$ cat src/rtl/hdlc_pkg.sv
package hdlc_pkg;

    localparam int BYTE_W = 8;
    localparam logic [BYTE_W-1:0] FLAG_OCTET  = 8'h7E;
    localparam logic [BYTE_W-1:0] ESC_OCTET   = 8'h7D;
    localparam logic [BYTE_W-1:0] ESC_FLIP    = 8'h20;
    localparam logic [BYTE_W-1:0] ALL_STATION = 8'hFF;

    localparam int FCS_W     = 16;
    localparam int FCS_BYTES = FCS_W / BYTE_W;
    localparam logic [FCS_W-1:0] FCS_INIT    = 16'hFFFF;
    localparam logic [FCS_W-1:0] FCS_POLY    = 16'h8408;
    localparam logic [FCS_W-1:0] FCS_RESIDUE = 16'hF0B8;

    typedef enum logic [2:0] {
        TX_IDLE,
        TX_OPEN,
        TX_BODY,
        TX_BODY_ESC,
        TX_FCS,
        TX_FCS_ESC,
        TX_CLOSE
    } tx_state_e;

    typedef enum logic [1:0] {
        RX_HUNT,
        RX_FRAME,
        RX_DROP
    } rx_state_e;

    // packed from msb: bit 2 abort, bit 1 short, bit 0 check error
    typedef struct packed {
        logic abort;
        logic too_short;
        logic fcs_bad;
    } rx_status_t;

    localparam int STATUS_W = $bits(rx_status_t);

    function automatic logic is_control(input logic [BYTE_W-1:0] b);
        return (b == FLAG_OCTET) || (b == ESC_OCTET);
    endfunction

    function automatic logic [FCS_W-1:0] fcs_step(input logic [FCS_W-1:0] c,
                                                  input logic [BYTE_W-1:0] b);
        logic [FCS_W-1:0] r;
        r = c ^ {{(FCS_W-BYTE_W){1'b0}}, b};
        for (int i = 0; i < BYTE_W; i++) begin
            r = r[0] ? ((r >> 1) ^ FCS_POLY) : (r >> 1);
        end
        return r;
    endfunction

endpackage

$ cat src/rtl/hdlc_tx_framer.sv
module hdlc_tx_framer
    import hdlc_pkg::*;
(
    input  logic              clk,
    input  logic              rst,
    input  logic              src_valid,
    input  logic [BYTE_W-1:0] src_data,
    input  logic              src_last,
    output logic              src_ready,
    output logic              line_valid,
    output logic [BYTE_W-1:0] line_data,
    input  logic              line_ready
);

    localparam int IDX_W = (FCS_BYTES > 1) ? $clog2(FCS_BYTES) : 1;
    localparam logic [IDX_W-1:0] IDX_LAST = IDX_W'(FCS_BYTES - 1);

    tx_state_e         state;
    logic [FCS_W-1:0]  fcs;
    logic [BYTE_W-1:0] hold;
    logic              last_r;
    logic [IDX_W-1:0]  fcs_idx;

    logic [FCS_W-1:0]  fcs_final;
    logic [BYTE_W-1:0] fcs_byte;

    assign fcs_final = ~fcs;
    assign fcs_byte  = fcs_final[fcs_idx*BYTE_W +: BYTE_W];

    always_comb begin
        line_valid = 1'b0;
        line_data  = '0;
        src_ready  = 1'b0;
        case (state)
            TX_OPEN, TX_CLOSE: begin
                line_valid = 1'b1;
                line_data  = FLAG_OCTET;
            end
            TX_BODY: begin
                line_valid = src_valid;
                line_data  = is_control(src_data) ? ESC_OCTET : src_data;
                src_ready  = src_valid && line_ready;
            end
            TX_BODY_ESC, TX_FCS_ESC: begin
                line_valid = 1'b1;
                line_data  = hold;
            end
            TX_FCS: begin
                line_valid = 1'b1;
                line_data  = is_control(fcs_byte) ? ESC_OCTET : fcs_byte;
            end
            default: ;
        endcase
    end

    always_ff @(posedge clk) begin
        if (rst) begin
            state   <= TX_IDLE;
            fcs     <= FCS_INIT;
            hold    <= '0;
            last_r  <= 1'b0;
            fcs_idx <= '0;
        end else begin
            case (state)
                TX_IDLE: begin
                    fcs     <= FCS_INIT;
                    fcs_idx <= '0;
                    if (src_valid) state <= TX_OPEN;
                end
                TX_OPEN: if (line_ready) state <= TX_BODY;
                TX_BODY: if (src_valid && line_ready) begin
                    fcs <= fcs_step(fcs, src_data);
                    if (is_control(src_data)) begin
                        hold   <= src_data ^ ESC_FLIP;
                        last_r <= src_last;
                        state  <= TX_BODY_ESC;
                    end else if (src_last) begin
                        state <= TX_FCS;
                    end
                end
                TX_BODY_ESC: if (line_ready) state <= last_r ? TX_FCS : TX_BODY;
                TX_FCS: if (line_ready) begin
                    if (is_control(fcs_byte)) begin
                        hold  <= fcs_byte ^ ESC_FLIP;
                        state <= TX_FCS_ESC;
                    end else if (fcs_idx == IDX_LAST) begin
                        state <= TX_CLOSE;
                    end else begin
                        fcs_idx <= fcs_idx + 1'b1;
                    end
                end
                TX_FCS_ESC: if (line_ready) begin
                    if (fcs_idx == IDX_LAST) begin
                        state <= TX_CLOSE;
                    end else begin
                        fcs_idx <= fcs_idx + 1'b1;
                        state   <= TX_FCS;
                    end
                end
                TX_CLOSE: if (line_ready) state <= TX_IDLE;
                default: state <= TX_IDLE;
            endcase
        end
    end

endmodule

$ cat src/rtl/hdlc_rx_deframer.sv
module hdlc_rx_deframer
    import hdlc_pkg::*;
#(
    parameter int MIN_FRAME_LEN = 4
) (
    input  logic              clk,
    input  logic              rst,
    input  logic              byte_valid,
    input  logic [BYTE_W-1:0] byte_data,
    input  logic              addr_en,
    input  logic [BYTE_W-1:0] addr,
    input  logic              fcs_pass,
    output logic              out_valid,
    output logic [BYTE_W-1:0] out_data,
    output logic              out_eof,
    output logic              out_err
);

    localparam int CNT_W  = $clog2(MIN_FRAME_LEN + 1);
    localparam logic [CNT_W-1:0] CNT_SAT = CNT_W'(MIN_FRAME_LEN);
    localparam int HOLD_W = $clog2(FCS_BYTES + 1);
    localparam logic [HOLD_W-1:0] HOLD_FULL = HOLD_W'(FCS_BYTES);

    rx_state_e                         state;
    logic                              esc_pend;
    logic [CNT_W-1:0]                  cnt;
    logic [FCS_W-1:0]                  fcs;
    logic [FCS_BYTES-1:0][BYTE_W-1:0]  hold;
    logic [HOLD_W-1:0]                 hold_cnt;

    logic [BYTE_W-1:0] decoded;
    logic [FCS_W-1:0]  fcs_next;
    logic              addr_ok;
    rx_status_t        status;

    assign decoded  = esc_pend ? (byte_data ^ ESC_FLIP) : byte_data;
    assign fcs_next = fcs_step(fcs, decoded);
    assign addr_ok  = !addr_en || (decoded == addr) || (decoded == ALL_STATION);

    always_comb begin
        status.fcs_bad   = (fcs != FCS_RESIDUE);
        status.too_short = (cnt < CNT_SAT);
        status.abort     = esc_pend;
    end

    always_ff @(posedge clk) begin
        if (rst) begin
            state     <= RX_HUNT;
            esc_pend  <= 1'b0;
            cnt       <= '0;
            fcs       <= FCS_INIT;
            hold      <= '0;
            hold_cnt  <= '0;
            out_valid <= 1'b0;
            out_data  <= '0;
            out_eof   <= 1'b0;
            out_err   <= 1'b0;
        end else begin
            out_valid <= 1'b0;
            out_eof   <= 1'b0;
            out_err   <= 1'b0;
            if (byte_valid) begin
                if (byte_data == FLAG_OCTET && !(state == RX_FRAME && esc_pend == 1'b0
                                                 && cnt == '0)) begin
                    if (state == RX_FRAME) begin
                        out_valid <= 1'b1;
                        out_eof   <= 1'b1;
                        out_err   <= |status;
                        out_data  <= {{(BYTE_W-STATUS_W){1'b0}}, status};
                    end
                    state    <= RX_FRAME;
                    esc_pend <= 1'b0;
                    cnt      <= '0;
                    fcs      <= FCS_INIT;
                    hold_cnt <= '0;
                end else if (state == RX_FRAME && byte_data != FLAG_OCTET) begin
                    if (byte_data == ESC_OCTET && !esc_pend) begin
                        esc_pend <= 1'b1;
                    end else begin
                        esc_pend <= 1'b0;
                        fcs      <= fcs_next;
                        if (cnt != CNT_SAT) cnt <= cnt + 1'b1;
                        if (cnt == '0 && !addr_ok) begin
                            state <= RX_DROP;
                        end else if (fcs_pass) begin
                            out_valid <= 1'b1;
                            out_data  <= decoded;
                        end else begin
                            hold[0] <= decoded;
                            for (int i = 1; i < FCS_BYTES; i++) begin
                                hold[i] <= hold[i-1];
                            end
                            if (hold_cnt == HOLD_FULL) begin
                                out_valid <= 1'b1;
                                out_data  <= hold[FCS_BYTES-1];
                            end else begin
                                hold_cnt <= hold_cnt + 1'b1;
                            end
                        end
                    end
                end
            end
        end
    end

endmodule

$ cat src/rtl/hdlc_codec.sv
module hdlc_codec
    import hdlc_pkg::*;
#(
    parameter int MIN_FRAME_LEN = 4
) (
    input  logic       clk,
    input  logic       rst,
    input  logic       cfg_addr_match_en,
    input  logic [7:0] cfg_station_addr,
    input  logic       cfg_fcs_to_host,
    input  logic       tx_fifo_valid,
    input  logic [7:0] tx_fifo_data,
    input  logic       tx_fifo_last,
    output logic       tx_fifo_pop,
    output logic       ser_tx_valid,
    output logic [7:0] ser_tx_data,
    input  logic       ser_tx_ready,
    input  logic       ser_rx_valid,
    input  logic [7:0] ser_rx_data,
    output logic       rx_fifo_push,
    output logic [7:0] rx_fifo_data,
    output logic       rx_fifo_eof,
    output logic       rx_fifo_err
);

    hdlc_tx_framer u_tx (
        .clk        (clk),
        .rst        (rst),
        .src_valid  (tx_fifo_valid),
        .src_data   (tx_fifo_data),
        .src_last   (tx_fifo_last),
        .src_ready  (tx_fifo_pop),
        .line_valid (ser_tx_valid),
        .line_data  (ser_tx_data),
        .line_ready (ser_tx_ready)
    );

    hdlc_rx_deframer #(
        .MIN_FRAME_LEN (MIN_FRAME_LEN)
    ) u_rx (
        .clk        (clk),
        .rst        (rst),
        .byte_valid (ser_rx_valid),
        .byte_data  (ser_rx_data),
        .addr_en    (cfg_addr_match_en),
        .addr       (cfg_station_addr),
        .fcs_pass   (cfg_fcs_to_host),
        .out_valid  (rx_fifo_push),
        .out_data   (rx_fifo_data),
        .out_eof    (rx_fifo_eof),
        .out_err    (rx_fifo_err)
    );

endmodule

$ cat config.mk
export PLATFORM = sky130hd
export DESIGN_NAME = hdlc_codec
export DESIGN_NICKNAME = d
export VERILOG_FILES = /design/src/rtl/hdlc_pkg.sv /design/src/rtl/hdlc_tx_framer.sv /design/src/rtl/hdlc_rx_deframer.sv /design/src/rtl/hdlc_codec.sv
export SDC_FILE = /design/constraint.sdc
export NUM_CORES = 1
export LEC_CHECK = 0
export ABC_AREA = 1
export BUFFER_PORTS_ARGS = -buffer_cell sky130_fd_sc_hd__clkbuf_2
export CORE_UTILIZATION = 59
export CTS_CLUSTER_DIAMETER = 100
export DETAILED_ROUTE_END_ITERATION = 10
export PLACE_DENSITY = 0.77
export SKIP_LAST_GASP = 1
export SYNTH_ARGS = -nofsm -noshare
export SYNTH_HDL_FRONTEND = slang
export SYNTH_SLANG_ARGS = --single-unit
$ cat constraint.sdc
create_clock -name clk -period 4.2 [get_ports clk]
set_clock_uncertainty 0.1 [all_clocks]
set_input_delay 0 -clock clk [delete_from_list [all_inputs] [get_ports clk]]
set_output_delay 0 -clock clk [all_outputs]
set_load 0.005 [all_outputs]
==> out/qor.yml, run 1 <==
cts:
  cts-root-to-sink-buffers: 2
  postcts_resize_cnt: 0
  clock_network_latency_to_the_later_pin_of_the_worst_skew_pair_ps: 360
  clk_transition_reported_paths_ps: 80
  htreeDepth: 3
  cts_root_buffer: "sky130_fd_sc_hd__clkbuf_8"
  cts_num_sinks: 80
  tritoncts.num_buffers: 9
  clock_tree_from_tritoncts: "built"
grt:
  antenna_found_initial: 0
  grt_max_degree: 37
  via_count_of_the_first_global_routing_pass: 4346
  gr-total-overflow: 0
  grt_pass1_wl_mm: 19.4
  grtUsageTotal_pct: 29.1
floorplan:
  io_pins: 53
  core_mm2: 0.00769
  dieWidth_um: 90.9
  die-area_mm2: 0.00826
  initial_utilization_pct: 60.6
  placementRows: 32
  chipHeight_um: 90.9
timing:
  final_cycle_utilization_of_the_critical_path_pct: 60.1
  final-max-slew-violation-count: 0
  worstMarginPinSlew_ps: 719
  maxClockFrequency_ghz: 0.396
  worst_hold_slack_ps: 41.7
  maxSlewHeadroom_pct: 51.9
  finalSetupViolCount: 0
  setup_tns_ps: 0
  timing.final.crit_period_ps: 2520
  final_report_hold_violation_count: 0
  grt_setup_unrepaired: "false"
detailed_routing:
  ant_nets: 0
  via_per_inst: 5.41
  routed-via-count: 4714
  first_iter_violations: 252
  drt_pre_antenna_iters: 5
  wl_per_cell_um: 13.3
  drt-total-wl_mm: 11.6
  detail_route.drc_violations: 0
worst_setup_path:
  worstRegToRegCells: 12
  critical_path_peak_fanout: 36
  setup.worst_path.end_class: "register"
  critical_path_class: "reg2reg"
  worst-endpoint-required_ps: 4380
  critPathArrivalTime_ps: 2700
  crit-reg2reg-capture: "u_rx.hold[10]"
  worst_setup_path_start_kind: "register"
  reg_to_reg_startpoint: "u_rx.cnt[0]"
  r2r_slack_ps: 1680
min_path:
  hold_path.class: "in2reg"
  worstHoldPathCells: 5
  hold_path.startpoint: "ser_tx_ready"
  min_delay_worst_endpoint: "u_tx.last_r"
synthesis:
  synthCells: 717
  synth.cell_area_mm2: 0.00466
  yosys_warnings: 0
  synth_seq_area_share_pct: 34.4
  post_synth_num_cell_types: 35
  yosys_register_bits: 80
  syn-num-nets: 752
  area_share_of_the_leading_cell_type_in_the_synthesized_netlist_pct: 34.4
  netlist.top_cell.by_area: "sky130_fd_sc_hd__dfxtp_1"
  avgSynthCellArea_um2: 6.50
  netlist_top_cells_area: "sky130_fd_sc_hd__dfxtp_1 34%, sky130_fd_sc_hd__nand2_1 16%, sky130_fd_sc_hd__nor2_1 7.7%, sky130_fd_sc_hd__inv_1 7.1%, sky130_fd_sc_hd__xnor2_1 4.5%"
finish:
  finish.instance_area_mm2: 0.00518
  flow.area_growth_from_synthesis_pct: 11.1
  finalNonFillerCells: 872
  layout_common_cells: "196 x sky130_fd_sc_hd__nand2_1, 96 x sky130_fd_sc_hd__nor2_1, 88 x sky130_fd_sc_hd__inv_1"
  final_layout_size_suffix_gt1_share_pct: 12.6
  final_common_cell: "sky130_fd_sc_hd__nand2_1"
  fill_cells: 755
  design.final.nets: 800
  diodes: 0
pwr:
  vdd_ir_drop_max_mv: 0.358
  total_leakage_power_uw: 0.00256
  finalPower_uw: 2390
  p_per_area_mw_per_mm2: 461
place:
  place.gp.congestion: 0.916
  cell_area_placed_mm2: 0.00490
  io_buffers: 52
  placed_cells: 847
  place_hpwl_mm: 8.29
job:
  cap_violations: 0
status:
  run_status: "completed"
==> cell usage after synthesis, drive strengths merged <==
| master | instances |
|---|---|
| a21oi | 42 |
| clkbuf | 14 |
| or2 | 5 |
| o21a | 1 |
| o22a | 2 |
| nor4 | 2 |
| inv | 94 |
| and3 | 2 |
| nand3b | 2 |
| nor3 | 6 |
| o221ai | 3 |
| dfxtp | 80 |
| nor2 | 103 |
| ha | 3 |
| o21ai | 40 |
| nand4 | 20 |
| xor2 | 8 |
| nand3 | 34 |
| a31oi | 9 |
| buf | 11 |
| o211ai | 10 |
| nand2 | 202 |
| xnor2 | 24 |
==> power breakdown <==
part	total, uW	internal, uW	leakage [uW]	switching, uW
clock	534	249	0.0000967	286
combinational	925	325	0.00182	599
sequential	929	843	0.000649	85.9
total	2390	1420	0.00256	971
==> sequential cells by signal, summed over array words and instances (netlist names) <==
name            count
u_tx.last_r         1
u_rx.fcs           16
u_rx.state          2
u_tx.fcs_idx        1
u_rx.esc_pend       1
u_rx.out_err        1
u_rx.cnt            3
u_tx.fcs           16
u_rx.hold_cnt       2
u_tx.hold           8
u_rx.out_eof        1
u_rx.hold          16
u_rx.out_data       8
u_rx.out_valid      1
u_tx.state          3
==> layout make-up <==
cell class | count | area (um^2) | area share [%]
Sequential cell | 80 | 1600 | 30.9
Clock buffer | 12 | 155 | 3.00
Clock inverter | 4 | 27.5 | 0.532
Multi-Input combinational cell | 518 | 2550 | 49.3
Inverter | 94 | 353 | 6.81
Tap cell | 102 | 128 | 2.46
Timing Repair Buffer | 62 | 358 | 6.91
==> kinds of logic (layout without fill, tap and decap cells) <==
family,count (synthesis),after routing,share of synthesized area (%)
AO/OA/AOI/OAI,107,107,12.8
XOR/XNOR,32,32,6.02
adder cells (fa/ha/maj),3,3,0.806
buffers and inverters,119,172,10.8
flip-flops,80,80,34.4
AND/OR/NAND/NOR,376,376,35.2
==> metrics by stage <==
stage / utilization, % / setup slack [ps]
final: 67.4 / 1680
after floorplan: - / 2340
after global routing: 67.4 / 1450
after global placement: 63.8 / 1810
after CTS: 67.4 / 1690
after detailed placement: 63.8 / 1720
==> worst max path at each step <==
| stage | slack, ps | depth (start not counted) | startpoint | endpoint |
|---|---|---|---|---|
| after floorplan | 2340 | 15 | u_rx.cnt[0] | u_rx.out_data[1] |
| after global placement | 1810 | 13 | u_rx.cnt[0] | u_rx.out_data[4] |
| after global routing | 1450 | 14 | u_rx.cnt[0] | u_rx.out_data[4] |
| after detailed placement | 1720 | 14 | u_rx.cnt[0] | u_rx.out_data[1] |
| after CTS | 1690 | 12 | u_rx.cnt[0] | u_rx.hold[9] |
| final | 1680 | 12 | u_rx.cnt[0] | u_rx.hold[10] |
==> worst max-delay path, stage by stage, from the launching register on <==
cell and delay [ps]:
sky130_fd_sc_hd__dfxtp_1 330, sky130_fd_sc_hd__inv_1 80, sky130_fd_sc_hd__ha_1 180, sky130_fd_sc_hd__inv_1 50
sky130_fd_sc_hd__nor2_1 80, sky130_fd_sc_hd__nand2_1 50, sky130_fd_sc_hd__nor2_1 170, sky130_fd_sc_hd__nor2_4 110
sky130_fd_sc_hd__inv_2 470, sky130_fd_sc_hd__nand3_2 480, sky130_fd_sc_hd__nand2_1 170, sky130_fd_sc_hd__nand2_1 60
sky130_fd_sc_hd__nor2_1 130
==> routing by layer <==
layer,vias up,GRT usage [%],routed length (um)
met5,-,0,0
met4,0,14.9,447
met3,42,3.70,691
met2,174,49.7,5440
met1,2120,35.8,5030
li1,2378,-,-
==> timing repair <==
action	CTS	global route
buffers inserted	0	0
hold buffers	9	0
hold endpoints to repair	16	0
Note: power is estimated with default switching activity, not from simulation.
==> run 2, diff against run 1 <==
--- a/config.mk
+++ b/config.mk
@@ -7,10 +7,10 @@
 export LEC_CHECK = 0
 export ABC_AREA = 1
 export BUFFER_PORTS_ARGS = -buffer_cell sky130_fd_sc_hd__clkbuf_2
-export CORE_UTILIZATION = 59
+export CORE_UTILIZATION = 53
 export CTS_CLUSTER_DIAMETER = 100
 export DETAILED_ROUTE_END_ITERATION = 10
-export PLACE_DENSITY = 0.77
+export PLACE_DENSITY = 0.73
 export SKIP_LAST_GASP = 1
 export SYNTH_ARGS = -nofsm -noshare
 export SYNTH_HDL_FRONTEND = slang
==> constraint.sdc (replaced) <==
create_clock -name clk -period 2.2 [get_ports clk]
set_clock_uncertainty 0.1 [all_clocks]
set_input_delay 0 -clock clk [delete_from_list [all_inputs] [get_ports clk]]
set_output_delay 0 -clock clk [all_outputs]
set_load 0.005 [all_outputs]
==> run 2 against run 1 <==
Worst hold slack lost 13 ps. Die area grew 11%. Sequential cell count is the same. Setup slack got worse by 1600 ps. Sequential share of layout area decreased by 1.1 points. Total power increased by 100%. Register-to-register slack lost 1600 ps. Cell count up 2.3%. Design area rose by 3.8%.
==> out/qor.yml, run 2 (synthesized netlist as in run 1, its figures left out) <==
floorplan:
  core_mm2: 0.00838
  chipHeight_um: 95.8
  placementRows: 33
  die-area_mm2: 0.00917
  initial_utilization_pct: 55.6
  io_pins: 53
  dieWidth_um: 95.8
place:
  io_buffers: 52
  placed_cells: 864
  place.gp.congestion: 0.949
  place_hpwl_mm: 8.71
  cell_area_placed_mm2: 0.00501
timing:
  finalSetupViolCount: 0
  final_cycle_utilization_of_the_critical_path_pct: 97.4
  final_report_hold_violation_count: 0
  worstMarginPinSlew_ps: 465
  maxSlewHeadroom_pct: 68.8
  grt_setup_unrepaired: "true"
  timing.final.crit_period_ps: 2140
  final-max-slew-violation-count: 0
  maxClockFrequency_ghz: 0.467
  worst_hold_slack_ps: 28.3
worst_setup_path:
  worst-endpoint-required_ps: 2400
  r2r_slack_ps: 60
  critical_path_peak_fanout: 12
  setup.worst_path.end_class: "register"
  critical_path_class: "reg2reg"
  setup.worst_path.end: "u_rx.out_data[4]"
  worstRegToRegCells: 14
  reg_to_reg_startpoint: "u_rx.cnt[0]"
  timing.critical_path.from: "u_rx.cnt[0]"
  crit-reg2reg-capture: "u_rx.out_data[4]"
  critPathArrivalTime_ps: 2340
  worst_setup_path_start_kind: "register"
detailed_routing:
  ant_nets: 0
  via_per_inst: 5.34
  routed-via-count: 4765
  wl_per_cell_um: 13.4
  drt-total-wl_mm: 12.0
  detail_route.drc_violations: 0
  first_iter_violations: 404
  drt_pre_antenna_iters: 5
grt:
  antenna_found_initial: 0
  via_count_of_the_first_global_routing_pass: 4259
  grt_pass1_wl_mm: 19.7
  gr-total-overflow: 0
  grt_max_degree: 27
  grtUsageTotal_pct: 27.7
finish:
  layout_common_cells: "195 x sky130_fd_sc_hd__nand2_1, 95 x sky130_fd_sc_hd__nor2_1, 87 x sky130_fd_sc_hd__inv_1"
  design.final.nets: 817
  final_layout_size_suffix_gt1_share_pct: 14.7
  top_regs: "u_rx.fcs x16, u_rx.hold x16, u_tx.fcs x16"
  finalNonFillerCells: 892
  final_common_cell: "sky130_fd_sc_hd__nand2_1"
  diodes: 0
  flow.area_growth_from_synthesis_pct: 15.4
  finish.instance_area_mm2: 0.00538
cts:
  clock_tree_from_tritoncts: "built"
  cts-root-to-sink-buffers: 2
  htreeDepth: 3
  cts_num_sinks: 80
  clock_network_latency_to_the_later_pin_of_the_worst_skew_pair_ps: 360
  post_cts_buffers: 0
  cts_root_buffer: "sky130_fd_sc_hd__clkbuf_8"
  clk_transition_reported_paths_ps: 90
  tritoncts.num_buffers: 9
job:
  cap_violations: 0
pwr:
  total_leakage_power_uw: 0.00265
  vdd_ir_drop_max_mv: 0.577
  p_per_area_mw_per_mm2: 900
  finalPower_uw: 4840
min_path:
  hold_path.class: "in2reg"
  hold_path.startpoint: "tx_fifo_data[3]"
status:
  run_status: "completed"
## run 2: metal layers
layer | wire (um) | vias up | global-route usage [%] | share of wire (%)
li1 | - | 2401 | - | -
met1 | 5410 | 2130 | 35.7 | 45
met2 | 5450 | 212 | 45.4 | 46
met3 | 884 | 22 | 5.69 | 7.4
met4 | 226 | 0 | 10.4 | 1.9
met5 | 0 | - | 0 | 0
## run 2: metrics by stage
| step | TNS, ps | utilization (%) | worst slack (ps) |
|---|---|---|---|
| CTS | 0 | 63.9 | 34.2 |
| detailed placement | 0 | 59.8 | 52.7 |
| floorplan | 0 | - | 337 |
| global route | -429 | 64.1 | -56.3 |
| finish | 0 | 64.1 | 56.6 |
| global placement | 0 | 59.8 | 50.0 |
## run 2: how the worst min path moves through the flow
stage,to,slack [ps],cells after the start
finish,u_tx.fcs[11],30,5
global placement,u_tx.last_r,210,3
CTS,u_tx.fcs[11],9,5
detailed placement,u_tx.last_r,220,3
floorplan,ser_tx_data[3],10,2
global route,u_rx.hold[6],40,4
## run 2: final cells by class
| class | count | area, um^2 |
|---|---|---|
| inverters | 94 | 355 |
| clock inverters | 7 | 101 |
| repair buffers | 79 | 493 |
| well taps | 105 | 131 |
| multi-input cells | 518 | 2570 |
| flip-flops and latches | 80 | 1600 |
| fillers | 759 | 3010 |
| clock buffers | 9 | 124 |
## run 2: report_power, final
| group | total (uW) | switching, uW | internal [uW] | leakage [uW] |
|---|---|---|---|---|
| Clock | 1250 | 596 | 651 | 0.000107 |
| Sequential | 1780 | 169 | 1610 | 0.000650 |
| Combinational | 1810 | 1140 | 668 | 0.00189 |
| Total | 4840 | 1910 | 2930 | 0.00265 |
## run 2: worst max-delay path, cell delays in order (launching register included)
cell and delay, ps:
sky130_fd_sc_hd__dfxtp_1 380, sky130_fd_sc_hd__inv_1 80, sky130_fd_sc_hd__ha_1 220, sky130_fd_sc_hd__inv_1 60, sky130_fd_sc_hd__nor2_1 40, sky130_fd_sc_hd__nand2_1 70, sky130_fd_sc_hd__nor2_1 60, sky130_fd_sc_hd__nor2_4 180
sky130_fd_sc_hd__buf_4 220, sky130_fd_sc_hd__nand3_4 100, sky130_fd_sc_hd__nand2_2 140, sky130_fd_sc_hd__nand3_4 170, sky130_fd_sc_hd__nand2_1 100, sky130_fd_sc_hd__nand2_1 50, sky130_fd_sc_hd__nor2_1 80
## run 2: repair_timing
item / in CTS / in global routing
endpoints found under the setup margin: 2 / 40
hold endpoints to repair: 25 / 0
gates resized for setup: 1 / 8
hold buffers: 12 / 0
pin swaps: 0 / 1
==> run 3, diff against run 2 <==
--- a/config.mk
+++ b/config.mk
@@ -8,10 +8,11 @@
 export ABC_AREA = 1
 export BUFFER_PORTS_ARGS = -buffer_cell sky130_fd_sc_hd__clkbuf_2
 export CORE_UTILIZATION = 53
-export CTS_CLUSTER_DIAMETER = 100
+export CTS_CLUSTER_DIAMETER = 120
 export DETAILED_ROUTE_END_ITERATION = 10
 export PLACE_DENSITY = 0.73
 export SKIP_LAST_GASP = 1
 export SYNTH_ARGS = -nofsm -noshare
 export SYNTH_HDL_FRONTEND = slang
 export SYNTH_SLANG_ARGS = --single-unit
+export TNS_END_PERCENT = 50
==> constraint.sdc (replaced) <==
create_clock -name clk -period 1.9 [get_ports clk]
set_clock_uncertainty 0.1 [all_clocks]
set_input_delay 0 -clock clk [delete_from_list [all_inputs] [get_ports clk]]
set_output_delay 0 -clock clk [all_outputs]
set_load 0.005 [all_outputs]
==> run 3 against run 2 <==
First-iteration DRC count fell by 7.4%. Setup slack got worse by 47 ps. Global-route usage increased by 1.1 points. Critical path type unchanged. Largest power group unchanged. Highest routed layer unchanged.
==> out/qor.yml, run 3 (synthesized netlist as in run 1, its figures left out) <==
job:
  cap_violations: 0
timing:
  final_cycle_utilization_of_the_critical_path_pct: 99.5
  final_report_hold_violation_count: 0
  final-max-slew-violation-count: 0
  maxSlewHeadroom_pct: 67.6
  grt_setup_unrepaired: "true"
  worstMarginPinSlew_ps: 483
  finalSetupViolCount: 0
  maxClockFrequency_ghz: 0.529
  timing.final.crit_period_ps: 1890
finish:
  flow.area_growth_from_synthesis_pct: 25.7
  finalNonFillerCells: 924
  regArea_mm2: 0.00161
  top_regs: "u_rx.fcs x16, u_rx.hold x16, u_tx.fcs x16"
  post_layout_utilization_of_the_core_pct: 69.9
  multi_input_comb_area_mm2: 0.00273
  final_common_cell: "sky130_fd_sc_hd__nand2_1"
  diodes: 0
  layout_common_cells: "180 x sky130_fd_sc_hd__nand2_1, 88 x sky130_fd_sc_hd__nor2_1, 80 x sky130_fd_sc_hd__inv_1"
  design.final.nets: 849
  final_layout_size_suffix_gt1_share_pct: 23.6
  fill_cells: 699
worst_setup_path:
  worstRegToRegCells: 13
  critPathArrivalTime_ps: 2050
  critical_path_class: "reg2reg"
  crit-reg2reg-capture: "u_rx.out_data[1]"
  critPathMaxStageDelay_ps: 350
  cp_slowest_cell: "sky130_fd_sc_hd__dfxtp_2"
  worst-endpoint-required_ps: 2060
  cp_cell_sequence: "inv_2, ha_4, inv_2, nor2_2, nand2_1, nor2_2, nor2_4, inv_4, buf_12, o211ai_1, o21ai_0, nor2_1, nor2_1"
  r2r_slack_ps: 10
  setup.worst_path.end_class: "register"
  worst_path_dominant_cell_family: "simple AND/OR/NAND/NOR gates"
  reg_to_reg_startpoint: "u_rx.cnt[1]"
  cp.buffers_inverters: 4
  critical_path_peak_fanout: 6
  worst_setup_path_start_kind: "register"
grt:
  via_count_of_the_first_global_routing_pass: 4562
  grt_max_degree: 27
  grtUsageTotal_pct: 28.8
  gr-usage-met3_pct: 5.06
  grt_pass1_wl_mm: 20.4
  gr-total-overflow: 0
  antenna_found_initial: 0
  gr-usage-met2_pct: 48.2
  grt_most_used_layer: "met2"
  groute.layer.met1.usage_pct: 35.9
detailed_routing:
  drt-total-wl_mm: 12.8
  first_iter_violations: 374
  ant_nets: 0
  drt_pre_antenna_iters: 5
  detail_route.drc_violations: 0
  routed-via-count: 4994
  wl_per_cell_um: 13.9
  via_per_inst: 5.40
place:
  place.gp.congestion: 0.904
  place_hpwl_mm: 8.88
  placed_cells: 882
  io_buffers: 52
cts:
  clock_network_latency_to_the_later_pin_of_the_worst_skew_pair_ps: 360
  cts_root_buffer: "sky130_fd_sc_hd__clkbuf_8"
  clk_transition_reported_paths_ps: 90
  htreeDepth: 3
  tritoncts.num_buffers: 9
  clock_tree_from_tritoncts: "built"
  cts-root-to-sink-buffers: 2
  cts_num_sinks: 80
floorplan:
  placementRows: 33
  dieWidth_um: 95.8
  io_pins: 53
  core_mm2: 0.00838
  initial_utilization_pct: 55.6
  die-area_mm2: 0.00917
  chipHeight_um: 95.8
status:
  run_status: "completed"
pwr:
  p_per_area_mw_per_mm2: 971
  vdd_ir_drop_max_mv: 0.748
  total_leakage_power_uw: 0.00287
min_path:
  min_delay_worst_endpoint: "u_rx.hold[3]"
  hold_path.class: "in2reg"
  worstHoldPathCells: 4
  hold_path.startpoint: "ser_rx_data[3]"
==> run 3: report_power, final <==
group	internal (uW)	leakage [uW]	switching [uW]
registers	1870	0.000652	190
logic	881	0.00211	1420
clock network	624	0.000106	694
==> run 3: cell type report <==
type	count	area share (%)
inverter	94	6.11
multi-input combinational	520	46.6
clock inverter	7	1.32
tap	105	2.24
timing repair buffer	109	14.0
sequential	80	27.5
clock buffer	9	2.12
==> run 3: how the worst max path moves through the flow <==
stage | from | to | slack (ps) | depth (start not counted)
floorplan | u_rx.cnt[0] | u_rx.out_data[1] | 40 | 15
global placement | u_rx.cnt[0] | u_rx.fcs[14] | 40 | 12
detailed placement | u_rx.cnt[0] | u_rx.out_data[1] | -60 | 13
CTS | u_tx.state[1] | ser_tx_data[0] | -20 | 9
global route | ser_tx_ready | u_tx.fcs[9] | -130 | 10
finish | u_rx.cnt[1] | u_rx.out_data[1] | 10 | 13
==> run 3: worst register-to-register path, stage by stage (launching register included) <==
cell and delay (ps):
sky130_fd_sc_hd__dfxtp_2 350, sky130_fd_sc_hd__inv_2 50, sky130_fd_sc_hd__ha_4 160, sky130_fd_sc_hd__inv_2 50
sky130_fd_sc_hd__nor2_2 30, sky130_fd_sc_hd__nand2_1 60, sky130_fd_sc_hd__nor2_2 50, sky130_fd_sc_hd__nor2_4 200
sky130_fd_sc_hd__inv_4 80, sky130_fd_sc_hd__buf_12 140, sky130_fd_sc_hd__o211ai_1 100, sky130_fd_sc_hd__o21ai_0 190
sky130_fd_sc_hd__nor2_1 160, sky130_fd_sc_hd__nor2_1 60
==> run 3: through the flow <==
stage / setup TNS [ps] / setup WS, ps / hold WS [ps] / total power (uW) / instance area (um^2)
CTS: -125 / -24.6 / 7.27 / 5540 / 5590
global route: -2940 / -133 / 19.8 / 6080 / 5860
floorplan: 0 / 36.7 / 10.1 / 3520 / 4660
global placement: 0 / 35.5 / 219 / 4150 / 5200
finish: 0 / 10.0 / 14.7 / 5690 / 5860
detailed placement: -822 / -62.4 / 224 / 4190 / 5200
==> run 3: metal layers <==
layer,part of all wire [%],up-vias
met5,0,-
met4,3.1,0
met3,5.7,38
met2,47,201
met1,44,2273
li1,-,2482
==> run 3: repair_timing <==
action | in CTS | in global routing
resized for setup | 12 | 61
pin swaps | 4 | 17
hold buffers | 9 | 0
gates cloned | 2 | 2
setup buffers | 7 | 6
endpoints found under the hold margin | 23 | 0
endpoints found under the setup margin | 36 | 78
